## config.mk

```make
export PLATFORM = sky130hd
export DESIGN_NAME = fgmt_thread_select
export DESIGN_NICKNAME = d
export VERILOG_FILES = /design/src/rtl/fgmt_pkg.sv /design/src/rtl/ts_thread_fsm.sv /design/src/rtl/ts_rr_pick.sv /design/src/rtl/fgmt_thread_select.sv
export SDC_FILE = /design/constraint.sdc
export NUM_CORES = 1
export LEC_CHECK = 0
export BUFFER_PORTS_ARGS = -buffer_cell sky130_fd_sc_hd__buf_4
export CAP_MARGIN = 20
export CORE_AREA = 2 2 61 49
export DETAILED_ROUTE_END_ITERATION = 6
export DIE_AREA = 0 0 63 51
export SLEW_MARGIN = 20
export SYNTH_ARGS = -nofsm -noshare
export SYNTH_HDL_FRONTEND = slang
export SYNTH_SLANG_ARGS = --single-unit
```

## constraint.sdc

```tcl
create_clock -name clk -period 1.1 [get_ports clk]
set_input_delay 0.11 -clock clk [delete_from_list [all_inputs] [get_ports clk]]
set_output_delay 0.11 -clock clk [all_outputs]
set_load 0.01 [all_outputs]
```

## src/rtl/fgmt_pkg.sv

```systemverilog
package fgmt_pkg;

    typedef enum logic [1:0] {
        THR_READY  = 2'd0,
        THR_SHADOW = 2'd1,
        THR_MISS   = 2'd2
    } thr_state_e;

endpackage

```

## src/rtl/ts_thread_fsm.sv

```systemverilog
module ts_thread_fsm
    import fgmt_pkg::*;
#(
    parameter int SHADOW_CYC = 3,
    localparam int CNT_W = $clog2(SHADOW_CYC + 1)
) (
    input  logic clk,
    input  logic rst_n,
    input  logic miss_start,
    input  logic miss_done,
    input  logic delay_issue,
    output logic ready
);

    localparam logic [CNT_W-1:0] LOAD_VAL = CNT_W'(SHADOW_CYC);
    localparam logic [CNT_W-1:0] ONE      = CNT_W'(1);

    thr_state_e       state_q, state_d;
    logic [CNT_W-1:0] cnt_q, cnt_d;

    // State register
    always_ff @(posedge clk or negedge rst_n) begin
        if (!rst_n) begin
            state_q <= THR_READY;
            cnt_q   <= '0;
        end else begin
            state_q <= state_d;
            cnt_q   <= cnt_d;
        end
    end

    // Transitions
    always_comb begin
        state_d = state_q;
        cnt_d   = cnt_q;
        unique case (state_q)
            THR_READY: begin
                if (miss_start) begin              // miss_begin
                    state_d = THR_MISS;
                    cnt_d   = '0;
                end else if (delay_issue) begin    // shadow_begin
                    state_d = THR_SHADOW;
                    cnt_d   = LOAD_VAL;
                end
            end
            THR_SHADOW: begin
                if (miss_start) begin              // miss_begin
                    state_d = THR_MISS;
                    cnt_d   = '0;
                end else if (delay_issue) begin    // shadow_reload
                    cnt_d   = LOAD_VAL;
                end else if (cnt_q <= ONE) begin   // shadow_end
                    state_d = THR_READY;
                    cnt_d   = '0;
                end else begin
                    cnt_d   = cnt_q - ONE;
                end
            end
            THR_MISS: begin
                if (miss_done) begin               // miss_end
                    state_d = THR_READY;
                end
            end
            default: begin
                state_d = THR_READY;
                cnt_d   = '0;
            end
        endcase
    end

    // Outputs
    always_comb begin
        ready = (state_q == THR_READY);
    end

endmodule

```

## src/rtl/ts_rr_pick.sv

```systemverilog
module ts_rr_pick #(
    parameter int NUM_THREADS = 4,
    localparam int TID_W = (NUM_THREADS > 1) ? $clog2(NUM_THREADS) : 1
) (
    input  logic [NUM_THREADS-1:0] elig,
    input  logic [TID_W-1:0]       last_tid,
    output logic                   pick_valid,
    output logic [TID_W-1:0]       pick_tid
);

    function automatic int wrap_idx(input int base, input int off);
        int s;
        s = base + off;
        if (s >= NUM_THREADS) s = s - NUM_THREADS;
        return s;
    endfunction

    always_comb begin
        pick_valid = 1'b0;
        pick_tid   = '0;
        for (int off = 1; off <= NUM_THREADS; off++) begin
            if (!pick_valid && elig[wrap_idx(int'(last_tid), off)]) begin
                pick_valid = 1'b1;
                pick_tid   = TID_W'(wrap_idx(int'(last_tid), off));
            end
        end
    end

endmodule

```

## src/rtl/fgmt_thread_select.sv

```systemverilog
module fgmt_thread_select #(
    parameter int NUM_THREADS = 4,
    parameter int SHADOW_CYC  = 3,
    localparam int TID_W = (NUM_THREADS > 1) ? $clog2(NUM_THREADS) : 1
) (
    input  logic                   clk,
    input  logic                   rst_n,
    input  logic [NUM_THREADS-1:0] miss_start,
    input  logic [NUM_THREADS-1:0] miss_done,
    input  logic [NUM_THREADS-1:0] delay_issue,
    output logic [TID_W-1:0]       sel_tid,
    output logic                   sel_valid
);

    logic [NUM_THREADS-1:0] thr_ready;
    logic [TID_W-1:0]       last_q;
    logic                   pick_v;
    logic [TID_W-1:0]       pick_t;

    for (genvar g = 0; g < NUM_THREADS; g++) begin : g_thr
        ts_thread_fsm #(.SHADOW_CYC(SHADOW_CYC)) fsm_i (
            .clk        (clk),
            .rst_n      (rst_n),
            .miss_start (miss_start[g]),
            .miss_done  (miss_done[g]),
            .delay_issue(delay_issue[g]),
            .ready      (thr_ready[g])
        );
    end

    ts_rr_pick #(.NUM_THREADS(NUM_THREADS)) pick_i (
        .elig      (thr_ready),
        .last_tid  (last_q),
        .pick_valid(pick_v),
        .pick_tid  (pick_t)
    );

    // Last-issued pointer: reset so that thread 0 comes first
    always_ff @(posedge clk or negedge rst_n) begin
        if (!rst_n) begin
            last_q <= TID_W'(NUM_THREADS - 1);
        end else if (pick_v) begin
            last_q <= pick_t;
        end
    end

    always_comb begin
        sel_valid = pick_v;
        sel_tid   = pick_v ? pick_t : '0;
    end

endmodule

```

==> impl_metrics.sql <==
INSERT INTO impl_metrics (metric_group, metric, value, unit) VALUES
('status', 'run_status', 'complete, but fails checks', ''),
('status', 'violations_in_the_final_reports', 'setup timing', ''),
('cells_and_area', 'final_cell_count_no_fill', '177', ''),
('placement', 'detailed_place_hpwl', '1510', 'um'),
('worst_setup_path', 'crit_slowest_cell', 'sky130_fd_sc_hd__dfstp_2', ''),
('worst_setup_path', 'crit_chain', 'or3b_1, a22oi_2, o211ai_1, buf_4', ''),
('grt', 'grt_max_degree', '19', ''),
('drt', 'starting_drc_count_in_detailed_routing', '26', ''),
('drt', 'drt.antenna.violating_nets', '0', ''),
('sta', 'min_period', '1.67', 'ns'),
('cells_and_area', 'finish.net_count', '154', ''),
('synth', 'synth_area_leader_cell', 'sky130_fd_sc_hd__dfrtp_1', ''),
('synth', 'synth-seq-area-share', '0.454', ''),
('sta', 'final_critical_path_setup_slack', '-0.573', 'ns'),
('sta', 'clock.fmax', '0.598', 'GHz'),
('worst_setup_path', 'critical_path.reg2reg.startpoint', 'last_q[1]', ''),
('worst_setup_path', 'depth_of_the_worst_register_to_register_path', '5', ''),
('synth', 'syn-instance-count', '94', ''),
('drt', 'dr_total_vias', '862', ''),
('worst_setup_path', 'crit_arrival', '1.56', 'ns'),
('placement', 'numPlacedInstances', '159', ''),
('cells_and_area', 'layout_common_cells', 'sky130_fd_sc_hd__buf_4 (30), sky130_fd_sc_hd__dfrtp_1 (11), sky130_fd_sc_hd__a21oi_2 (9)', ''),
('floorplanning', 'die_w', '63', 'um'),
('worst_setup_path', 'timing.critical_path.required', '0.99', 'ns'),
('sta', 'rsz0062_at_grt', 'yes', ''),
('clock_tree', 'clk_pin_slew_worst_paths', '0.10', 'ns'),
('placement', 'preCtsSetupSlack', '-0.256', 'ns'),
('grt', 'antenna_violations_before_repair', '0', ''),
('floorplanning', 'die_area', '3210', 'um^2'),
('floorplanning', 'io_pins', '17', ''),
('floorplanning', 'floorplan.rows', '17', ''),
('pwr', 'irDropWorstVdd', '0.863', 'mV'),
('cells_and_area', 'fillerInstances', '260', ''),
('worst_setup_path', 'critPathMaxFanout', '3', ''),
('drt', 'routedWlPerCell', '12.5', 'um'),
('flow_run', 'cap_viol_max_count', '0', ''),
('worst_setup_path', 'slowest_delay', '0.54', 'ns'),
('pwr', 'static-leakage-power', '0.676', 'nW'),
('drt', 'vias_per_cell', '4.87', ''),
('synth', 'yosys_register_bits', '18', ''),
('drt', 'route.detailed.drc', '0', ''),
('worst_setup_path', 'rrSetupSlack', '-0.16', 'ns'),
('sta', 'final_min_period_over_clock_period', '1.52', ''),
('floorplanning', 'start_util', '0.369', ''),
('pwr', 'power.density', '1520', 'nW/um^2'),
('clock_tree', 'cts-buffers-inserted', '3', ''),
('worst_setup_path', 'worst_setup_path_start_kind', 'flip-flop', ''),
('sta', 'finalHoldViolations', '0', ''),
('cells_and_area', 'syn_to_final_growth', '58.5', '%'),
('min_path', 'hold_end', 'g_thr[3].fsm_i.cnt_q[1]', ''),
('worst_setup_path', 'r2r_end', 'last_q[1]', ''),
('grt', 'grt_first_pass_wirelength', '3710', 'um'),
('placement', 'place.port_buffers', '16', ''),
('grt', 'grt_remaining_overflow', '0', ''),
('floorplanning', 'die_y', '51', 'um'),
('sta', 'clock_skew', '0.000916', 'ns'),
('min_path', 'hold_path_class', 'in2reg', ''),
('synth', 'netlist.area_leader.share', '0.402', ''),
('drt', 'detail_route.first_pass.iterations', '4', ''),
('synth', 'synth_warnings', '0', ''),
('placement', 'finalWeightedCongestion', '0.811', ''),
('grt', 'gr-usage-all-layers', '0.150', ''),
('floorplanning', 'fp.coreArea', '2700', 'um^2'),
('grt', 'first_global_vias', '833', ''),
('min_path', 'hold_path_startpoint', 'delay_issue[3]', ''),
('clock_tree', 'cts_tree', 'built', ''),
('drt', 'drt_wl_total', '2220', 'um'),
('clock_tree', 'clk_root_buffer_cell', 'sky130_fd_sc_hd__clkbuf_4', ''),
('clock_tree', 'clock_path_buffers', '2', ''),
('sta', 'worst-slew-pin-transition', '0.382', 'ns'),
('sta', 'final-setup-viol-count', '12', '');
stage by stage:
stage | total power [W] | area (um^2) | util | TNS (ns) | hold WS, ns
4_1_cts | 0.00237 | 1480 | 0.547 | -1.91 | 0.0810
3_5_place_dp | 0.00174 | 1260 | 0.467 | -1.08 | -0.00699
3_3_place_gp | 0.00172 | 1260 | 0.467 | -0.920 | -0.00882
6_report | 0.00239 | 1580 | 0.585 | -1.96 | 0.0906
5_1_grt | 0.00257 | 1580 | 0.585 | -2.70 | 0.101
2_1_floorplan | 0.00141 | 1010 | - | -0.182 | -0.186
sequential cells by signal (all words and copies together) (netlist names):
| register | cells |
|---|---|
| g_thr.fsm_i.cnt_q | 8 |
| last_q | 2 |
| g_thr.fsm_i.state_q | 8 |
cells by family (layout without fill, tap and decap cells):
family                 count (synthesis)  count (layout)  share of synthesized area
AND/OR/NAND/NOR                       29              29                      0.183
AO/OA/AOI/OAI                         28              28                      0.198
flip-flops                            18              18                      0.454
multiplexers                          12              12                      0.136
buffers and inverters                  7              52                     0.0289
synthesized netlist by cell type, drive strengths merged:
cell type  number
o22a            1
mux2           12
buf             2
o211ai          2
o21bai          1
nand2b          8
inv             5
dfrtp          16
nor3            6
or2             1
nand3           1
nand2           2
o32ai           1
dfstp           2
a21oi          16
a211oi          1
a31oi           4
nor3b           1
nor2            8
a22oi           2
nor4            1
or3b            1
worst min-delay path: stages:
cell                      delay [ns]
sky130_fd_sc_hd__buf_4          0.09
sky130_fd_sc_hd__a21oi_1        0.05
sky130_fd_sc_hd__a21oi_2        0.10
what timing repair did:
action / CTS / global route
hold buffers: 5 / 0
gates cloned: 0 / 0
hold endpoints to repair: 22 / 0
gates resized for setup: 25 / 19
endpoints found under the setup margin: 12 / 14
pin swaps: 5 / 6
buffers inserted: 5 / 5
how the worst max path moves through the flow:
| stage | from | endpoint | depth (start not counted) |
|---|---|---|---|
| after global routing | last_q[1] | sel_tid[0] | 4 |
| after detailed placement | last_q[1] | sel_tid[0] | 4 |
| after CTS | last_q[1] | sel_tid[0] | 4 |
| after floorplan | last_q[1] | sel_tid[0] | 3 |
| final | last_q[1] | sel_tid[0] | 4 |
| after global placement | last_q[1] | sel_tid[0] | 4 |
metal layers:
metal	GRT usage	wire length (um)
met4	0.0407	7
met1	0.175	979
met3	0.0485	87
met5	0	0
met2	0.266	1140
area by class of cell:
class                      count  area [um^2]  share of cell area
multi-input combinational     69          651               0.412
sequential                    18          459               0.291
timing repair buffer          43          365               0.231
tap                           38         47.5              0.0301
clock buffer                   4         36.3              0.0230
inverter                       5         21.3              0.0135
where the power goes:
part / switching (W) / internal, W
clock network: 0.000205 / 0.000202
logic: 0.000438 / 0.000622
registers: 0.000131 / 0.000797
No activity file was read; power rests on OpenSTA's default activity.
